File: src/rtl/mmu_pkg.sv
package mmu_pkg;

  typedef enum logic [1:0] {
    ACC_LOAD  = 2'd0,
    ACC_STORE = 2'd1,
    ACC_FETCH = 2'd2,
    ACC_ALT   = 2'd3
  } acc_e;

  typedef enum logic [1:0] {
    ST_OK    = 2'd0,
    ST_PAGEF = 2'd1,
    ST_PROTF = 2'd2,
    ST_NONE  = 2'd3
  } stat_e;

  // rights vector order: {execute, write, read}
  function automatic logic right_granted(acc_e kind, logic [2:0] rights);
    case (kind)
      ACC_STORE: right_granted = rights[1];
      ACC_FETCH: right_granted = rights[2];
      default:   right_granted = rights[0];
    endcase
  endfunction

endpackage

File: src/rtl/mmu_perm.sv
module mmu_perm
  import mmu_pkg::*;
(
  input  logic       page_ok,
  input  logic [1:0] kind,
  input  logic [2:0] rights,
  output logic [1:0] status
);

  always_comb begin
    if (!page_ok)
      status = ST_PAGEF;
    else if (right_granted(acc_e'(kind), rights))
      status = ST_OK;
    else
      status = ST_PROTF;
  end

endmodule

File: src/rtl/mmu_tlb.sv
module mmu_tlb #(
  parameter int VPN_W = 8,
  parameter int PPN_W = 6,
  parameter int SETS  = 4,
  parameter int WAYS  = 4
) (
  input  logic             clk,
  input  logic             rst_n,
  input  logic             flush,
  input  logic [VPN_W-1:0] lk_vpn,
  output logic [WAYS-1:0]  hit_vec,
  output logic             hit,
  output logic [PPN_W-1:0] hit_ppn,
  output logic [2:0]       hit_rights,
  input  logic             fill_en,
  input  logic [VPN_W-1:0] fill_vpn,
  input  logic [PPN_W-1:0] fill_ppn,
  input  logic [2:0]       fill_rights
);

  localparam int IDX_W = $clog2(SETS);
  localparam int TAG_W = VPN_W - IDX_W;
  localparam int WAY_W = $clog2(WAYS);
  localparam logic [WAY_W-1:0] WAY_ONE = WAY_W'(1);

  function automatic logic [IDX_W-1:0] idx_of(logic [VPN_W-1:0] v);
    return v[IDX_W-1:0];
  endfunction

  function automatic logic [TAG_W-1:0] tag_of(logic [VPN_W-1:0] v);
    return v[VPN_W-1:IDX_W];
  endfunction

  logic [WAYS-1:0]  vld     [SETS];
  logic [WAY_W-1:0] rr_q    [SETS];
  logic [TAG_W-1:0] tag_q   [SETS][WAYS];
  logic [PPN_W-1:0] ppn_q   [SETS][WAYS];
  logic [2:0]       right_q [SETS][WAYS];

  logic [IDX_W-1:0] li, fi;
  logic [TAG_W-1:0] lt, ft;
  logic             do_fill;

  assign li      = idx_of(lk_vpn);
  assign lt      = tag_of(lk_vpn);
  assign fi      = idx_of(fill_vpn);
  assign ft      = tag_of(fill_vpn);
  assign do_fill = fill_en && !flush;

  for (genvar w = 0; w < WAYS; w++) begin : g_cmp
    assign hit_vec[w] = vld[li][w] && (tag_q[li][w] == lt);
  end

  assign hit = |hit_vec;

  always_comb begin
    hit_ppn    = '0;
    hit_rights = '0;
    for (int w = 0; w < WAYS; w++) begin
      if (hit_vec[w]) begin
        hit_ppn    = hit_ppn | ppn_q[li][w];
        hit_rights = hit_rights | right_q[li][w];
      end
    end
  end

  always_ff @(posedge clk) begin
    if (!rst_n) begin
      for (int s = 0; s < SETS; s++) begin
        vld[s]  <= '0;
        rr_q[s] <= '0;
      end
    end else if (flush) begin
      for (int s = 0; s < SETS; s++) vld[s] <= '0;
    end else if (fill_en) begin
      vld[fi][rr_q[fi]] <= 1'b1;
      rr_q[fi]          <= rr_q[fi] + WAY_ONE;
    end
  end

  always_ff @(posedge clk) begin
    if (do_fill) begin
      tag_q[fi][rr_q[fi]]   <= ft;
      ppn_q[fi][rr_q[fi]]   <= fill_ppn;
      right_q[fi][rr_q[fi]] <= fill_rights;
    end
  end

endmodule

File: src/rtl/mmu_walker.sv
module mmu_walker #(
  parameter int VPN_W = 8,
  parameter int PA_W  = 12,
  parameter int PTE_W = 11
) (
  input  logic             clk,
  input  logic             rst_n,
  input  logic             start,
  input  logic [VPN_W-1:0] vpn,
  input  logic [PA_W-1:0]  base,
  output logic             busy,
  output logic             mem_req_valid,
  input  logic             mem_req_ready,
  output logic [PA_W-1:0]  mem_req_addr,
  input  logic             mem_rsp_valid,
  input  logic [PTE_W-1:0] mem_rsp_data,
  output logic             done,
  output logic [PTE_W-1:0] pte
);

  typedef enum logic [1:0] {W_IDLE, W_ISSUE, W_WAIT} wstate_e;

  function automatic logic [PA_W-1:0] entry_addr(logic [PA_W-1:0] b, logic [VPN_W-1:0] v);
    return b + {{(PA_W-VPN_W){1'b0}}, v};
  endfunction

  wstate_e          st_q;
  logic [PA_W-1:0]  addr_q;

  always_ff @(posedge clk) begin
    if (!rst_n) begin
      st_q   <= W_IDLE;
      addr_q <= '0;
    end else begin
      case (st_q)
        W_IDLE:  if (start) begin
                   addr_q <= entry_addr(base, vpn);
                   st_q   <= W_ISSUE;
                 end
        W_ISSUE: if (mem_req_ready) st_q <= W_WAIT;
        W_WAIT:  if (mem_rsp_valid) st_q <= W_IDLE;
        default: st_q <= W_IDLE;
      endcase
    end
  end

  assign busy          = (st_q != W_IDLE);
  assign mem_req_valid = (st_q == W_ISSUE);
  assign mem_req_addr  = addr_q;
  assign done          = (st_q == W_WAIT) && mem_rsp_valid;
  assign pte           = mem_rsp_data;

endmodule

File: src/rtl/mmu_xlate.sv
module mmu_xlate
  import mmu_pkg::*;
#(
  parameter int VA_W     = 14,
  parameter int PA_W     = 12,
  parameter int OFF_W    = 6,
  parameter int TLB_SETS = 4,
  parameter int TLB_WAYS = 4
) (
  input  logic              clk,
  input  logic              rst_n,
  input  logic              flush,
  input  logic [PA_W-1:0]   ptbr,
  input  logic              req_valid,
  output logic              req_ready,
  input  logic [VA_W-1:0]   req_vaddr,
  input  logic [1:0]        req_acc,
  output logic              rsp_valid,
  output logic [1:0]        rsp_status,
  output logic [PA_W-1:0]   rsp_paddr,
  output logic              mem_req_valid,
  input  logic              mem_req_ready,
  output logic [PA_W-1:0]   mem_req_addr,
  input  logic              mem_rsp_valid,
  input  logic [PA_W-OFF_W+4:0] mem_rsp_data
);

  localparam int VPN_W = VA_W - OFF_W;
  localparam int PPN_W = PA_W - OFF_W;
  localparam int PTE_W = PPN_W + 5;
  localparam int B_V   = PPN_W;
  localparam int B_R   = PPN_W + 2;
  localparam int B_X   = PPN_W + 4;

  function automatic logic [VPN_W-1:0] page_of(logic [VA_W-1:0] va);
    return va[VA_W-1:OFF_W];
  endfunction

  function automatic logic [OFF_W-1:0] offset_of(logic [VA_W-1:0] va);
    return va[OFF_W-1:0];
  endfunction

  function automatic logic [PA_W-1:0] join_pa(logic [PPN_W-1:0] p, logic [OFF_W-1:0] o);
    return {p, o};
  endfunction

  // named internal events (used by the bound checker)
  logic                tlb_hit;
  logic [TLB_WAYS-1:0] tlb_hit_vec;
  logic [PPN_W-1:0]    tlb_ppn;
  logic [2:0]          tlb_rights;
  logic                walk_busy;
  logic                walk_done;
  logic                walk_start;
  logic [PTE_W-1:0]    walk_pte;
  logic                accept;
  logic                fill_en;

  logic [VPN_W-1:0]    pend_vpn;
  logic [OFF_W-1:0]    pend_off;
  logic [1:0]          pend_acc;

  logic                chk_ok_page;
  logic [1:0]          chk_kind;
  logic [2:0]          chk_rights;
  logic [PPN_W-1:0]    chk_ppn;
  logic [OFF_W-1:0]    chk_off;
  logic [1:0]          chk_status;
  logic                rsp_fire;

  logic                rsp_valid_q;
  logic [1:0]          rsp_status_q;
  logic [PA_W-1:0]     rsp_paddr_q;

  assign req_ready  = !walk_busy && !flush;
  assign accept     = req_valid && req_ready;
  assign walk_start = accept && !tlb_hit;

  mmu_tlb #(
    .VPN_W(VPN_W), .PPN_W(PPN_W), .SETS(TLB_SETS), .WAYS(TLB_WAYS)
  ) u_tlb (
    .clk        (clk),
    .rst_n      (rst_n),
    .flush      (flush),
    .lk_vpn     (page_of(req_vaddr)),
    .hit_vec    (tlb_hit_vec),
    .hit        (tlb_hit),
    .hit_ppn    (tlb_ppn),
    .hit_rights (tlb_rights),
    .fill_en    (fill_en),
    .fill_vpn   (pend_vpn),
    .fill_ppn   (walk_pte[PPN_W-1:0]),
    .fill_rights(walk_pte[B_X:B_R])
  );

  mmu_walker #(
    .VPN_W(VPN_W), .PA_W(PA_W), .PTE_W(PTE_W)
  ) u_walk (
    .clk          (clk),
    .rst_n        (rst_n),
    .start        (walk_start),
    .vpn          (page_of(req_vaddr)),
    .base         (ptbr),
    .busy         (walk_busy),
    .mem_req_valid(mem_req_valid),
    .mem_req_ready(mem_req_ready),
    .mem_req_addr (mem_req_addr),
    .mem_rsp_valid(mem_rsp_valid),
    .mem_rsp_data (mem_rsp_data),
    .done         (walk_done),
    .pte          (walk_pte)
  );

  always_ff @(posedge clk) begin
    if (!rst_n) begin
      pend_vpn <= '0;
      pend_off <= '0;
      pend_acc <= '0;
    end else if (walk_start) begin
      pend_vpn <= page_of(req_vaddr);
      pend_off <= offset_of(req_vaddr);
      pend_acc <= req_acc;
    end
  end

  assign fill_en = walk_done && walk_pte[B_V];

  always_comb begin
    if (walk_done) begin
      chk_ok_page = walk_pte[B_V];
      chk_kind    = pend_acc;
      chk_rights  = walk_pte[B_X:B_R];
      chk_ppn     = walk_pte[PPN_W-1:0];
      chk_off     = pend_off;
    end else begin
      chk_ok_page = 1'b1;
      chk_kind    = req_acc;
      chk_rights  = tlb_rights;
      chk_ppn     = tlb_ppn;
      chk_off     = offset_of(req_vaddr);
    end
  end

  mmu_perm u_perm (
    .page_ok(chk_ok_page),
    .kind   (chk_kind),
    .rights (chk_rights),
    .status (chk_status)
  );

  assign rsp_fire = (accept && tlb_hit) || walk_done;

  always_ff @(posedge clk) begin
    if (!rst_n) begin
      rsp_valid_q  <= 1'b0;
      rsp_status_q <= ST_OK;
      rsp_paddr_q  <= '0;
    end else begin
      rsp_valid_q <= rsp_fire;
      if (rsp_fire) begin
        rsp_status_q <= chk_status;
        rsp_paddr_q  <= (chk_status == ST_OK) ? join_pa(chk_ppn, chk_off) : '0;
      end
    end
  end

  assign rsp_valid  = rsp_valid_q;
  assign rsp_status = rsp_status_q;
  assign rsp_paddr  = rsp_paddr_q;

endmodule

File: config.mk
export PLATFORM = sky130hd
export DESIGN_NAME = mmu_xlate
export DESIGN_NICKNAME = d
export VERILOG_FILES = /design/src/rtl/mmu_pkg.sv /design/src/rtl/mmu_perm.sv /design/src/rtl/mmu_tlb.sv /design/src/rtl/mmu_walker.sv /design/src/rtl/mmu_xlate.sv
export SDC_FILE = /design/constraint.sdc
export NUM_CORES = 1
export LEC_CHECK = 0
export BUFFER_PORTS_ARGS = -buffer_cell sky130_fd_sc_hd__buf_2
export CORE_AREA = 5 5 185 187
export DETAILED_ROUTE_END_ITERATION = 12
export DIE_AREA = 0 0 190 192
export PLACE_DENSITY = 0.67
export SYNTH_ARGS = -nofsm -noshare
export SYNTH_HDL_FRONTEND = slang
export SYNTH_SLANG_ARGS = --single-unit
File: constraint.sdc
create_clock -name clk -period 6.3 [get_ports clk]
set_clock_uncertainty 0.2 [all_clocks]
set_input_delay 0.315 -clock clk [delete_from_list [all_inputs] [get_ports clk]]
set_output_delay 0.315 -clock clk [all_outputs]
set_load 0.005 [all_outputs]
== Yosys cells after proc, flatten, opt, wreduce, memory -nomap -nowiden ==
Memories as Yosys holds them, arrays and structs flattened. A register that Yosys moved wholly into a read port is not among the register bits.
Cells that the tools add are included.

* Add/subtract/negate cells: 2
* Order comparisons: 4
* Equal/unequal tests: 11
* Muxes and demuxes: 52
* Bitwise operators: 11
* Reduce and logical (&&, ||, !) cells: 25

{| class="wikitable"
|+ Operators with widths
! cell !! number
|-
| 2-to-1 mux 6 bit || 7
|-
| 2-to-1 mux 4 bit || 7
|-
| equality test 6 bit || 4
|-
| 2-to-1 mux 12 bit || 2
|-
| 2-to-1 mux 24 bit || 1
|-
| 2-to-1 mux 2 bit || 11
|-
| 2-to-1 mux 3 bit || 6
|-
| OR 6 bit || 3
|-
| logical AND 1 bit || 13
|-
| 2-to-1 mux 1 bit || 13
|-
| adder 12 x 8 -> 12 bit || 1
|-
| demux 6 bit (select 2 bit) || 1
|-
| OR 3 bit || 3
|-
| OR reduction 4 bit || 2
|-
| demux 3 bit (select 2 bit) || 1
|-
| case mux 2 bit (3 select lines) || 1
|-
| equality test 2 x 1 -> 1 bit (second input constant) || 2
|-
| equality test 2 bit (second input constant) || 2
|-
| zero test 2 bit || 2
|-
| inequality test 2 x 1 -> 1 bit (second input constant) || 2
|-
| OR 1 bit || 4
|-
| >= comparator 3 bit (second input constant) || 1
|-
| zero test 1 bit || 3
|-
| < comparator 2 x 3 -> 1 bit (second input constant) || 1
|-
| 12 further kinds || 12
|}

* Register bits: 45
* Memory bits (writable): 264
* Output and inout bits: 29
* Word-level logic and storage cells: 118
* Memories: 5

{| class="wikitable"
|+ Memories
! name !! words !! bits a word !! rd ports !! clocked after memory_dff !! write ports !! line !! text
|-
| u_tlb.ppn_q || 4 || 24 || 1 || 0 || 1 || mmu_tlb.sv:37 || <nowiki>logic [PPN_W-1:0] ppn_q [SETS][WAYS];</nowiki>
|-
| u_tlb.tag_q || 4 || 24 || 1 || 0 || 1 || mmu_tlb.sv:36 || <nowiki>logic [TAG_W-1:0] tag_q [SETS][WAYS];</nowiki>
|-
| u_tlb.right_q || 4 || 12 || 1 || 0 || 1 || mmu_tlb.sv:38 || <nowiki>logic [2:0] right_q [SETS][WAYS];</nowiki>
|-
| u_tlb.vld || 4 || 4 || 1 || 0 || 4 || mmu_tlb.sv:34 || <nowiki>logic [WAYS-1:0] vld [SETS];</nowiki>
|-
| u_tlb.rr_q || 4 || 2 || 1 || 1 || 4 || mmu_tlb.sv:35 || <nowiki>logic [WAY_W-1:0] rr_q [SETS];</nowiki>
|}

== Longest topological paths before layout ==
An unclocked memory read counts as a cell.

* Depth after elaboration: 17
* Mapped depth: 13
* Depth with buffers taken out: 12

== Cells and area by module ==
A second synthesis with hierarchy kept.

* Cell total of the unflattened synthesis: 853
* Area total of the unflattened synthesis: 13211.4 um2

{| class="wikitable"
|+ By module, submodules not included
! module !! times used !! cells an instance !! area each (um2) !! seq. area each (um2)
|-
| mmu_tlb || 1 || 566 || 10641.5 || 7767.4
|-
| mmu_xlate || 1 || 156 || 1461.4 || 620.6
|-
| mmu_walker || 1 || 123 || 1051.0 || 280.3
|-
| mmu_perm || 1 || 8 || 57.6 || 0.0
|}

== Worst setup path after synthesis ==
No wires, ideal clock.

* Path type: input to register
* Start point: input port req_vaddr[6]
* End point: register rsp_paddr_q[1], in the netlist rsp_paddr[1]
* Arrival time: 2.620 ns
* Required time: 5.983 ns
* Slack: 3.363 ns
* Cell stages on the path: 11
* Path through: buf_6 mux4_2 xnor2_1 and3_1 and2_4 buf_6 a2111oi_4 a21oi_1 or3_1 buf_6 a32o_1

* Word-level cells in the longest chain between the ends: 17
* Elaborated cells on any way between the ends: 28
* Those cells by class: eq/ne: 4; mux: 10; bitwise: 3; reduce/logical: 8; memory: 3

{| class="wikitable"
|+ RTL lines
! what !! line !! text
|-
| start, declared || mmu_xlate.sv:16 || <nowiki>input logic [VA_W-1:0] req_vaddr,</nowiki>
|-
| memory read (4 x 24 bit) || n/a ||
|-
| equality test 6 bit || mmu_tlb.sv:51 || <nowiki>assign hit_vec[w] = vld[li][w] && (tag_q[li][w] == lt);</nowiki>
|-
| logical AND 1 bit || mmu_tlb.sv:51 ||
|-
| 2-to-1 mux 3 bit || mmu_tlb.sv:60 || <nowiki>if (hit_vec[w]) begin</nowiki>
|-
| OR 3 bit || mmu_tlb.sv:62 || <nowiki>hit_rights = hit_rights | right_q[li][w];</nowiki>
|-
| 2-to-1 mux 3 bit || mmu_tlb.sv:60 ||
|-
| OR 3 bit || mmu_tlb.sv:62 ||
|-
| 2-to-1 mux 3 bit || mmu_tlb.sv:60 ||
|-
| OR 3 bit || mmu_tlb.sv:62 ||
|-
| 2-to-1 mux 3 bit || mmu_tlb.sv:60 ||
|-
| 2-to-1 mux 3 bit || mmu_xlate.sv:129 || <nowiki>if (walk_done) begin</nowiki>
|-
| case mux 1 bit (2 select lines) || mmu_pkg.sv:19 || <nowiki>case (kind)</nowiki>
|-
| 2-to-1 mux 1 bit || mmu_perm.sv:11 || <nowiki>if (!page_ok)</nowiki>
|-
| 2-to-1 mux 2 bit || mmu_perm.sv:13 || <nowiki>else if (right_granted(acc_e'(kind), rights))</nowiki>
|-
| 2-to-1 mux 2 bit || mmu_perm.sv:11 ||
|-
| zero test 2 bit || mmu_xlate.sv:162 || <nowiki>rsp_paddr_q <= (chk_status == ST_OK) ? join_pa(chk_ppn, chk_off) : '0;</nowiki>
|-
| 2-to-1 mux 12 bit || mmu_xlate.sv:162 ||
|-
| end signal, assigned || mmu_xlate.sv:162 ||
|-
| end, declared || mmu_xlate.sv:73 || <nowiki>logic [PA_W-1:0] rsp_paddr_q;</nowiki>
|}

Several ways; a longest one is shown, not always the timed one. The select of a mux whose other input is x is not followed.
A chain may end at the register's enable or synchronous reset.

== Worst setup path after layout ==
* Start point: input port req_vaddr[7]
* End point: register u_walk.addr_q[8], in the netlist u_walk.mem_req_addr[8]

* Word-level cells in the longest chain between the ends: 7
* Elaborated cells on any way between the ends: 15
* Those cells by class: add/sub: 1; eq/ne: 4; reduce/logical: 8; memory: 2

{| class="wikitable"
|+ RTL lines
! what !! line !! text
|-
| memory read (4 x 24 bit) || n/a ||
|-
| equality test 6 bit || mmu_tlb.sv:51 ||
|-
| logical AND 1 bit || mmu_tlb.sv:51 ||
|-
| OR reduction 4 bit || mmu_tlb.sv:54 || <nowiki>assign hit = |hit_vec;</nowiki>
|-
| zero test 1 bit || mmu_xlate.sv:77 || <nowiki>assign walk_start = accept && !tlb_hit;</nowiki>
|-
| logical AND 1 bit || mmu_xlate.sv:77 ||
|-
| AND reduction 2 bit (no source line) || n/a ||
|-
| end signal, assigned || mmu_walker.sv:37 || <nowiki>addr_q <= entry_addr(base, vpn);</nowiki>
|-
| end, declared || mmu_walker.sv:28 || <nowiki>logic [PA_W-1:0] addr_q;</nowiki>
|}

Several ways; a longest one is shown, not always the timed one.

==> summary.txt <==
Place
  – Detailed placement HPWL: 17400 um
  – IO buf count: 72
  – Pre-CTS setup slack: 2.05 ns
  – Final RePlAce weighted congestion: 0.741
  – Dpl cells: 1332

Synth
  – Synth Flop Type: edfxtp_1
  – Post-Syn Instances: 853
  – Flops & latches, synth: 311
  – YS warnings: 0
  – Synth cell types: 64
  – Syn nets: 913
  – Avg Cell Area, Syn: 15.4 um2
  – Cell Area, Synth: 13100 um2
  – Post-synth EDFFs: 248
  – Sequential-to-total area share from yosys stat: 66.5%
  – Synth async-reset ratio: 0%

STA
  – RSZ-0062 raised after global routing: false
  – Tcrit/Tclk final: 57.7%
  – Min cycle time layout: 3.63 ns
  – Fmax: 275 MHz
  – Slew @ Worst Pin: 1.21 ns
  – Hold Fails Final Rpt: 0
  – Fin Setup TNS: 0 ns
  – Slew headroom: 19.3%
  – WHS: 0.0259 ns
  – Setup WS post-layout: 2.67 ns
  – # setup viols final: 0
  – Max Slew Vio Count: 0

Layout
  – Non-filler cells, final: 1415
  – # diodes: 0
  – Layout overhead on the synthesized area: 15.0%
  – Layout cells sized above 1: 18.1%
  – Layout Nets: 1009

Worst setup path
  – Crit start category: input pin
  – Critical path class: in -> reg
  – Critical path required time: 6.49 ns
  – Worst setup EP type: register
  – Crit path max fanout: 47
  – WP data arrival: 3.83 ns

Hold path
  – Hold Path Class: in -> reg

Routing
  – # DRC: 0
  – Remaining antenna violation count: 0
  – Routed WL: 29000 um
  – Vias per std cell: 5.23
  – Routed len/inst: 20.5 um
  – Detailed-route via count: 7396
  – Initial DRC Count: 493
  – Drt pass-1 iters: 5

Clocking
  – Post-CTS Setup Repair Bufs: 0
  – Reg clk slew, reported paths: 0.06 ns
  – # clock sinks: 311
  – Clock latency on the worst-skew pair: 0.55 ns
  – Clk buf depth: 3
  – Clock root cell: clkbuf_16
  – CTS Buf Count: 30
  – # H-tree levels: 1
  – CTS tree: yes

Floorplanning
  – I/O Pins: 74
  – Standard-cell row count: 66
  – Initial Util: 40.6%
  – Total Die Area: 36500 um2
  – Core area: 32300 um2
  – Die Span Y: 192 um
  – Die width: 190 um

Global routing
  – Gr usage total: 15.7%
  – Largest net degree at the start of global routing: 48
  – GRT overflow: 0
  – Number of global-route vias before repair: 7547
  – First-pass GRT wire length: 44300 um
  – Initial antenna violation count: 0

Job
  – Maxcap violations: 0

Status
  – Status: finished clean

Power
  – Power per cell area: 285 nW/um2
  – P_leak: 5.30 nW
  – Final Power: 4.29 mW
  – Max IR drop VDD: 0.222 mV
[per-layer routing]
metal	track usage [%]	wire (um)	vias to the layer above
met5	0	0	-
met4	3.37	449	0
met3	2.49	1410	34
met2	27.8	14400	183
met1	20.5	12700	3753
li1	-	-	3426
[worst paths after layout]
path	startpoint	end	slack, ns	depth (start not counted)
setup / recovery	req_vaddr[7]	u_walk.mem_req_addr[8]$_SDFFE_PN0P_	2.67	11
hold / removal	req_vaddr[13]	pend_vpn[7]$_SDFFE_PN0P_	0.03	3
setup reg to reg	u_walk.st_q[1]$_SDFFE_PN0P_	u_tlb.tag_q[0][10]$_DFFE_PP_	2.68	5
hold reg to reg	rsp_paddr[4]$_SDFFE_PN0P_	rsp_paddr[4]$_SDFFE_PN0P_	0.27	1
[power breakdown]
| group | total (mW) | internal, mW | switching, mW |
|---|---|---|---|
| clock | 1.79 | 1.05 | 0.739 |
| sequential | 2.24 | 2.23 | 0.0169 |
| combinational | 0.251 | 0.111 | 0.140 |
[synthesized netlist by cell type, types with 14 or more instances]
cell / count / area [um2]
edfxtp_1: 248 / 7450
and2_1: 20 / 125
mux4_2: 33 / 743
dfxtp_1: 63 / 1260
nor3_1: 15 / 75.1
nor2b_1: 27 / 169
o21a_1: 17 / 128
ha_1: 14 / 175
inv_1: 15 / 56.3
xnor2_1: 34 / 298
nand3_1: 14 / 70.1
o21ai_0: 16 / 80.1
mux2i_1: 73 / 731
nor2_1: 47 / 176
nand2b_1: 14 / 87.6
nand2_1: 38 / 143
[worst max-delay path, cell delays in order]
cell and delay [ns]:
buf_4 0.61, mux2i_1 0.29, xnor2_1 0.15, a211oi_1 0.07
o211ai_1 0.49, or2_1 0.35, nand4_1 0.19, nor2_4 0.69
buf_4 0.37, mux2i_1 0.21, nor2_1 0.05
[layout make-up]
cell class              instances  area (um2)
clock buffers                  41         802
clock inverters                15         183
fillers                      2781       17200
inverters                      15        56.3
multi-input cells             484        4060
flip-flops and latches        311        8710
well taps                     442         553
repair buffers                107         708
[cell usage in the layout, fill, tap and decap left out, drive strengths merged, types with 34 or more instances in the layout]
cell type  synthesis  final
nand2             38     38
clkbuf            12     41
nor2              48     48
edfxtp           248    248
buf               31     80
xnor2             34     34
mux2i             73     73
mux4              35     35
dfxtp             63     63
[cells by family (layout without fill, tap and decap cells)]
logic type	after synthesis	in the layout	synth area share (%)
flops	311	311	66.5
simple gates	196	196	7.58
mux	119	119	12.6
compound gates	107	107	6.11
buf+inv	58	178	2.62
xor+xnor	47	47	3.14
fa+ha+maj	15	15	1.49
[registers in the layout, summed over array words and instances, names as in the netlist, 6 cells and up, named ones only]
name / cells
pend_off: 6
u_tlb.ppn_q: 96
u_walk.mem_req_addr: 12
rsp_paddr: 12
u_tlb.vld: 16
u_tlb.tag_q: 96
u_tlb.rr_q: 8
pend_vpn: 8
u_tlb.right_q: 48
[metrics by stage]
| step | area (um2) | utilization, % |
|---|---|---|
| global placement | 13800 | 42.8 |
| floorplan | 13100 | - |
| global route | 15100 | 46.7 |
| detailed placement | 13800 | 42.8 |
| CTS | 15100 | 46.7 |
| finish | 15100 | 46.7 |
[what timing repair did]
item | CTS | global route
resized for setup | 0 | 0
setup endpoints to repair | 0 | 0
hold buffers | 27 | 0
endpoints found under the hold margin | 167 | 0
Note: power is estimated with default switching activity, not from simulation.
